## src/rtl/skew_tally.sv

```systemverilog
module skew_tally #(
  parameter int IDXW = 6,
  parameter int CNTW = 8
) (
  input  logic            clk,
  input  logic            rst_n,
  input  logic            start,
  input  logic            sweep_end,
  input  logic            smp_valid,
  input  logic            pd_a,
  input  logic            pd_b,
  input  logic [IDXW-1:0] step_idx,
  input  logic [CNTW-1:0] reps,
  output logic [IDXW-1:0] cross_a,
  output logic [IDXW-1:0] cross_b,
  output logic [IDXW:0]   skew_half,
  output logic            no_cross,
  output logic            done
);
  localparam int SKW = IDXW + 1;

  logic [IDXW-1:0] cur_idx;
  logic            have_step, step_done;
  logic [CNTW-1:0] n_cnt, ones_a, ones_b;
  logic            ref_valid, ref_a, ref_b, found_a, found_b;

  logic            new_step, take, fin, lvl_a, lvl_b;
  logic [CNTW-1:0] n_nx, oa_nx, ob_nx;

  assign new_step = !have_step || (step_idx != cur_idx);
  assign take     = smp_valid && !done && (new_step || !step_done);
  assign n_nx     = new_step ? CNTW'(1) : n_cnt + CNTW'(1);
  assign oa_nx    = new_step ? CNTW'(pd_a) : ones_a + CNTW'(pd_a);
  assign ob_nx    = new_step ? CNTW'(pd_b) : ones_b + CNTW'(pd_b);
  assign fin      = take && (n_nx == reps);
  assign lvl_a    = {oa_nx, 1'b0} >= {1'b0, reps};
  assign lvl_b    = {ob_nx, 1'b0} >= {1'b0, reps};

  assign no_cross  = !(found_a && found_b);
  assign skew_half = SKW'(cross_a) + SKW'(cross_b);

  always_ff @(posedge clk or negedge rst_n) begin
    if (!rst_n) begin
      cur_idx <= '0; have_step <= 1'b0; step_done <= 1'b0;
      n_cnt <= '0; ones_a <= '0; ones_b <= '0;
      ref_valid <= 1'b0; ref_a <= 1'b0; ref_b <= 1'b0;
      found_a <= 1'b0; found_b <= 1'b0;
      cross_a <= '0; cross_b <= '0; done <= 1'b0;
    end else if (start) begin
      cur_idx <= '0; have_step <= 1'b0; step_done <= 1'b0;
      n_cnt <= '0; ones_a <= '0; ones_b <= '0;
      ref_valid <= 1'b0; ref_a <= 1'b0; ref_b <= 1'b0;
      found_a <= 1'b0; found_b <= 1'b0;
      cross_a <= '0; cross_b <= '0; done <= 1'b0;
    end else begin
      if (sweep_end) done <= 1'b1;
      if (take) begin
        have_step <= 1'b1;
        cur_idx   <= step_idx;
        n_cnt     <= n_nx;
        ones_a    <= oa_nx;
        ones_b    <= ob_nx;
        step_done <= fin;
        if (fin) begin
          if (!ref_valid) begin
            ref_valid <= 1'b1;
            ref_a     <= lvl_a;
            ref_b     <= lvl_b;
          end else begin
            if (!found_a && lvl_a != ref_a) begin
              found_a <= 1'b1;
              cross_a <= step_idx;
            end
            if (!found_b && lvl_b != ref_b) begin
              found_b <= 1'b1;
              cross_b <= step_idx;
            end
          end
        end
      end
    end
  end

  p_start_clears_r1: assert property (@(posedge clk) disable iff (!rst_n)
    start |=> (!done && no_cross && cross_a == '0 && cross_b == '0));

  p_ones_bound_r2: assert property (@(posedge clk) disable iff (!rst_n)
    have_step |-> (ones_a <= n_cnt && ones_b <= n_cnt));

  p_found_needs_ref_r3: assert property (@(posedge clk) disable iff (!rst_n)
    (found_a || found_b) |-> ref_valid);

  p_cross_a_hold_r4: assert property (@(posedge clk) disable iff (!rst_n)
    (found_a && !start) |=> (found_a && $stable(cross_a)));

  p_cross_b_hold_r4: assert property (@(posedge clk) disable iff (!rst_n)
    (found_b && !start) |=> (found_b && $stable(cross_b)));

  p_done_hold_r7: assert property (@(posedge clk) disable iff (!rst_n)
    (done && !start) |=> done);

  p_done_freeze_r7: assert property (@(posedge clk) disable iff (!rst_n)
    (done && !start) |=> ($stable(n_cnt) && $stable(ones_a) && $stable(ones_b)));
endmodule

```

## config.mk

```make
export PLATFORM = sky130hd
export DESIGN_NAME = skew_tally
export DESIGN_NICKNAME = d
export VERILOG_FILES = /design/src/rtl/skew_tally.sv
export SDC_FILE = /design/constraint.sdc
export NUM_CORES = 1
export LEC_CHECK = 0
export BUFFER_PORTS_ARGS = -buffer_cell sky130_fd_sc_hd__buf_2
export CAP_MARGIN = 0
export CORE_MARGIN = 2
export CORE_UTILIZATION = 30
export DETAILED_ROUTE_END_ITERATION = 16
export PLACE_DENSITY = 0.56
export SLEW_MARGIN = 20
export SYNTH_ARGS = -nofsm -noshare
export SYNTH_HDL_FRONTEND = slang
export SYNTH_SLANG_ARGS = --single-unit
```

## constraint.sdc

```tcl
create_clock -name clk -period 3.3 [get_ports clk]
set_input_delay 0.99 -clock clk [delete_from_list [all_inputs] [get_ports clk]]
set_output_delay 0.99 -clock clk [all_outputs]
set_load 0.01 [all_outputs]
```

### After elaboration in Yosys (flattened, before gate mapping)

Cells that the tools add are included.

| storage, ports and cells | value |
|---|---|
| register bits after elaboration | 50 |
| bits of input ports | 21 |
| output and inout bits | 21 |

| cells by class | value |
|---|---|
| $add $sub $neg | 4 |
| magnitude comparators | 2 |
| equality and inequality tests | 5 |
| multiplexer cells | 48 |
| reductions and logical operators | 24 |

Operator list:

| operator | number |
|---|---|
| $mux W6 | 12 |
| $mux W8 | 9 |
| $mux W1 | 27 |
| $ge A9 B8 Y1 | 2 |
| $add A8 B1 Y8 | 2 |
| $reduce_bool A2 Y1 | 6 |
| $add A8 B1 Y8 const B | 1 |
| $eq A8 B8 Y1 | 1 |
| $reduce_and A4 Y1 | 2 |
| $add A6 B6 Y7 | 1 |
| $logic_and A1 B1 Y1 | 6 |
| $logic_not A1 Y1 | 6 |
| $ne A6 B6 Y1 | 1 |
| $reduce_and A3 Y1 | 1 |
| $logic_or A1 B1 Y1 | 2 |
| $ne A1 B1 Y1 | 2 |
| $ne A2 B2 Y1 const B | 1 |
| $reduce_and A2 Y1 | 1 |

### Depth between registers and ports, before layout

| depth | value |
|---|---|
| word-level depth | 11 |
| gate-level depth with buffers | 17 |
| depth with buffers taken out | 14 |

### Least setup slack after synthesis

OpenSTA, ideal clock, no wires.

| timing | value |
|---|---|
| kind | input to register |
| from | input port step_idx[4] |
| to | register found_a |
| library setup time | 0.119 ns |
| arrival | 3.557 ns |
| required time | 3.181 ns |
| path slack | -0.376 ns |
| stages | 17 |
| path through | xnor2_1 -> nand4_1 -> or2_1 -> buf_2 -> clkbuf_1 -> nand2_1 -> nand2_1 -> ha_1 -> nor2b_1 -> o31ai_1 -> a21oi_1 -> nor3_1 -> o221ai_1 -> xor2_1 -> and4b_1 -> buf_6 -> o21ba_1 |

| on the way | value |
|---|---|
| longest elaborated chain between the ends | 8 |
| elaborated cells between the ends (all ways) | 15 |
| those cells by class | order compare (1); eq/ne (3); mux (2); reduce/logical (9) |

Ends and longest elaborated chain:

| item | RTL line | RTL |
|---|---|---|
| start, declared | 12 | `input logic [IDXW-1:0] step_idx,` |
| $ne A6 B6 Y1 * | 30 | `assign new_step = !have_step \|\| (step_idx != cur_idx);` |
| $logic_or A1 B1 Y1 * | 30 |  |
| $mux W8 | 33 | `assign oa_nx = new_step ? CNTW'(pd_a) : ones_a + CNTW'(pd_a);` |
| $ge A9 B8 Y1 | 36 | `assign lvl_a = {oa_nx, 1'b0} >= {1'b0, reps};` |
| $ne A1 B1 Y1 | 70 | `if (!found_a && lvl_a != ref_a) begin` |
| $logic_and A1 B1 Y1 | 70 |  |
| $reduce_bool A2 Y1 (no line) | n/a |  |
| $reduce_and A4 Y1 (no line) * | n/a |  |
| end signal, assigned | 47 | `found_a <= 1'b0; found_b <= 1'b0;` |
| end signal, assigned | 53 | `found_a <= 1'b0; found_b <= 1'b0;` |
| end signal, assigned | 71 | `found_a <= 1'b1;` |
| end, declared | 25 | `logic ref_valid, ref_a, ref_b, found_a, found_b;` |

Mark *: on every way between the ends. The rest lies on a longest branch, timed or not.
A chain may end at the register's enable or synchronous reset.

### Worst setup path in the final report

| timing | value |
|---|---|
| from | input port step_idx[3] |
| to | register cross_a[0] |

| on the way | value |
|---|---|
| longest elaborated chain between the ends | 8 |
| elaborated cells between the ends (all ways) | 15 |
| those cells by class | order compare (1); eq/ne (3); mux (2); reduce/logical (9) |

Ends and longest elaborated chain:

| item | RTL line | RTL |
|---|---|---|
| $ne A6 B6 Y1 * | 30 |  |
| $logic_or A1 B1 Y1 * | 30 |  |
| $mux W8 | 33 |  |
| $ge A9 B8 Y1 | 36 |  |
| $ne A1 B1 Y1 | 70 |  |
| $logic_and A1 B1 Y1 | 70 |  |
| $reduce_bool A2 Y1 (no line) | n/a |  |
| $reduce_and A4 Y1 (no line) * | n/a |  |
| end signal, assigned | 72 | `cross_a <= step_idx;` |
| end, declared | 14 | `output logic [IDXW-1:0] cross_a,` |

Marks and branches as above.

==> flow_metrics.py <==
metrics = {
    "run_status": {
        "status": "finished, violations left",
        "failed_checks": "setup timing",
    },
    "drt": {
        "wl_um": 9242,
        "dr.pass1.iters": 4,
        "via_per_inst": 4.872,
        "ant_nets": 0,
        "drt_first_iter_violations": 97,
        "drc_errors": 0,
        "vias": 3035,
        "routedWlPerCell_um": 14.83,
    },
    "finish": {
        "layout_commonest_cell": "nand2_1",
        "nNetsFinal": 529,
        "mostFrequentLayoutCells": "57 x nand2_1, 51 x buf_4, 50 x dfrtp_1",
        "final_cells": 623,
        "diodes": 0,
        "area_growth_pct": 35.12,
        "fin_area_um2": 4607,
        "drive_above_1_share_pct": 31.26,
    },
    "logic_synthesis": {
        "synth_mux_area_share_pct": 4.404,
        "synth_cell_types": 52,
        "yosys_most_used_dff": "dfrtp_1",
        "yosysSeqAreaShare_pct": 36.70,
        "synth.area.top_cells": "dfrtp_1 37%, ha_1 9.2%, nand2_1 6.7%",
        "synth_top_family_by_area": "simple AND/OR/NAND/NOR gates",
        "syn_inst": 394,
        "synth-async-reset-ratio_pct": 100.0,
        "synth-xor-area-share_pct": 8.624,
        "synth_edf_count": 0,
        "synth_top_cell_by_area": "dfrtp_1",
        "synth.avg_cell_area_um2": 8.654,
        "syn_area_um2": 3410,
        "yosys.area_share.simple_pct": 23.45,
        "synth_top_cell_area_share_pct": 36.70,
        "synth_compound_area_share_pct": 13.14,
        "synthAdderAreaFrac_pct": 9.761,
        "syn_nets": 441,
        "synth.ff_latch_count": 50,
        "yosys_warnings": 0,
    },
    "critical_path": {
        "crit_start": "step_idx[3]",
        "slowest_stage": "or2_4",
        "arrival_ns": 3.73,
        "crit_fanout": 6,
        "critPathKind": "in -> reg",
        "path_cells": "buf_8, xnor2_4, nand4_1, or2_4, nand2_4, nand2_4, ha_4, nor2b_4, o31ai_4, a21oi_2, nor3_2, o221ai_2, xor2_1, and4b_2, buf_12, mux2i_1",
        "rrSetupSlack_ns": 0.08,
        "cp-end-kind": "flop",
        "cpPeakStageDelay_ns": 0.37,
        "cpMostUsedCell": "nand2_4",
        "start_kind": "primary input",
        "timing.rr.start": "cur_idx[3]",
        "cp.required_ns": 3.52,
    },
    "sta": {
        "max_slew_margin_pct": 45.48,
        "tightest_slew_ns": 0.8178,
        "finalHoldViolations": 0,
        "final_max_slew_viol_count": 0,
        "setup_slack_ns": -0.2101,
        "setup_viol": 15,
        "min_period_over_period_pct": 106.4,
        "skew_ns": 0.005853,
        "min_period_ns": 3.510,
        "setup_tns_ns": -2.426,
        "whs_ns": 0.5376,
        "rsz0062_at_grt": "true",
        "clock.fmax_mhz": 284.9,
    },
    "place": {
        "gp_congestion": 0.8202,
        "placed_cell_area_um2": 4050,
        "numPortBuffers": 41,
        "dp_hpwl_um": 6319,
        "dp.cells": 596,
    },
    "floorplan": {
        "placementRows": 38,
        "dieArea_um2": 12230,
        "die_h_um": 110.6,
        "ios": 42,
        "start_util_pct": 31.04,
        "core_um2": 10980,
        "die_w_um": 110.6,
    },
    "clocking": {
        "cts_root_buffer": "clkbuf_16",
        "cts_buffers": 5,
        "cts_buffer_depth": 2,
        "hold_buffers": 0,
        "cts_tree": "built",
        "clk_latency_ns": 0.29,
        "path_clk_slew_ns": 0.07,
        "clkSinkCount": 50,
        "htreeDepth": 2,
    },
    "global_route": {
        "grt_pass1_vias": 3113,
        "grt_max_degree": 51,
        "grtUsageMet1_pct": 20.87,
        "antenna_found_initial": 0,
        "grt_use_met3_pct": 2.470,
        "overflow": 0,
        "use_met2_pct": 25.36,
        "grt_first_pass_wirelength_um": 15500,
        "track_usage_pct": 15.24,
        "grt_busiest_layer": "met2",
    },
    "power_and_ir_drop": {
        "total_leakage_power_uw": 0.002151,
        "power_uw": 1440,
        "pwr_density_cell_nw_per_um2": 312.5,
        "peakVddDrop_mv": 0.1930,
    },
    "hold_path": {
        "worstHoldStart": "cur_idx[2]",
        "hold_path.class": "reg -> reg",
    },
    "run": {
        "drv_cap": 0,
    },
}
-- power by group --
part           internal (uW)  switching, uW  total (uW)
Clock                    364            252         615
Sequential               621           7.34         628
Combinational           88.1            108         196
Total                   1070            367        1440
-- worst max-delay path: cells and delay by family --
family                     cells  cell delay, ns
buffers and inverters          2            0.24
adders and majority gates      1            0.20
AOI/OAI and AO/OA              3            0.50
muxes                          1            0.19
and+or+nand+nor                7            1.34
xor gates and xnor gates       2            0.28
-- state kept, by name (all words and copies together), names as in the netlist --
name / cells
n_cnt: 8
ones_a: 8
ones_b: 8
cross_a: 6
cross_b: 6
cur_idx: 6
done: 1
found_a: 1
found_b: 1
have_step: 1
ref_a: 1
ref_b: 1
ref_valid: 1
step_done: 1
-- worst paths after layout --
kind                               to  cells past startpoint
hold reg to reg            cur_idx[2]                      2
setup / recovery           cross_a[0]                     16
setup reg to reg           cross_a[0]                     15
hold / removal             cur_idx[2]                      2
max in group asynchronous  cur_idx[5]                      2
min in group asynchronous    n_cnt[0]                      2
-- per-stage QoR --
stage | utilization, % | setup WS, ns
after floorplan | - | -0.2994
after global placement | 36.88 | -0.5694
after detailed placement | 36.88 | -0.5793
after CTS | 39.84 | -0.2049
after global routing | 41.95 | -0.3369
final | 41.95 | -0.2101
-- final cells by class --
class                      instances  area, um^2
clock inverter                     3       47.55
tap                              140       175.2
multi-input combinational        311        2222
sequential                        50        1251
inverter                          16       60.06
timing repair buffer              98       725.7
fill                            1059        6376
clock buffer                       5       125.1
-- Yosys cell counts, types with 3 or more instances --
cell type,instances
nand2_1,61
xor2_1,10
nand2b_1,20
a21o_1,3
nor3_1,8
nand3_1,9
and2_1,3
ha_1,25
mux2i_1,15
inv_1,16
a21oi_1,35
nand3b_1,3
xnor2_1,21
nand4_1,3
clkbuf_1,12
dfrtp_1,50
nor2_1,41
o21ai_0,14
-- metal layers --
layer	part of all wire, %	routed length, um
met5	0	0
met4	0.68	63
met3	2.9	271
met2	48	4462
met1	48	4445
-- kinds of logic (layout without fill, tap and decap cells) --
kind of cell	count (synthesis)	in the layout
xor gates and xnor gates	32	32
DFF	50	50
adders and majority gates	26	26
muxes	15	15
and+or+nand+nor	166	166
AOI/OAI and AO/OA	72	72
buffers and inverters	33	122
-- what timing repair did --
item | CTS | global route
cloned | 0 | 1
setup buffers | 15 | 6
gates resized for setup | 9 | 43
setup endpoints to repair | 14 | 17
endpoints found under the hold margin | 0 | 0
pin swaps | 4 | 21
No activity file was read; power rests on OpenSTA's default activity.
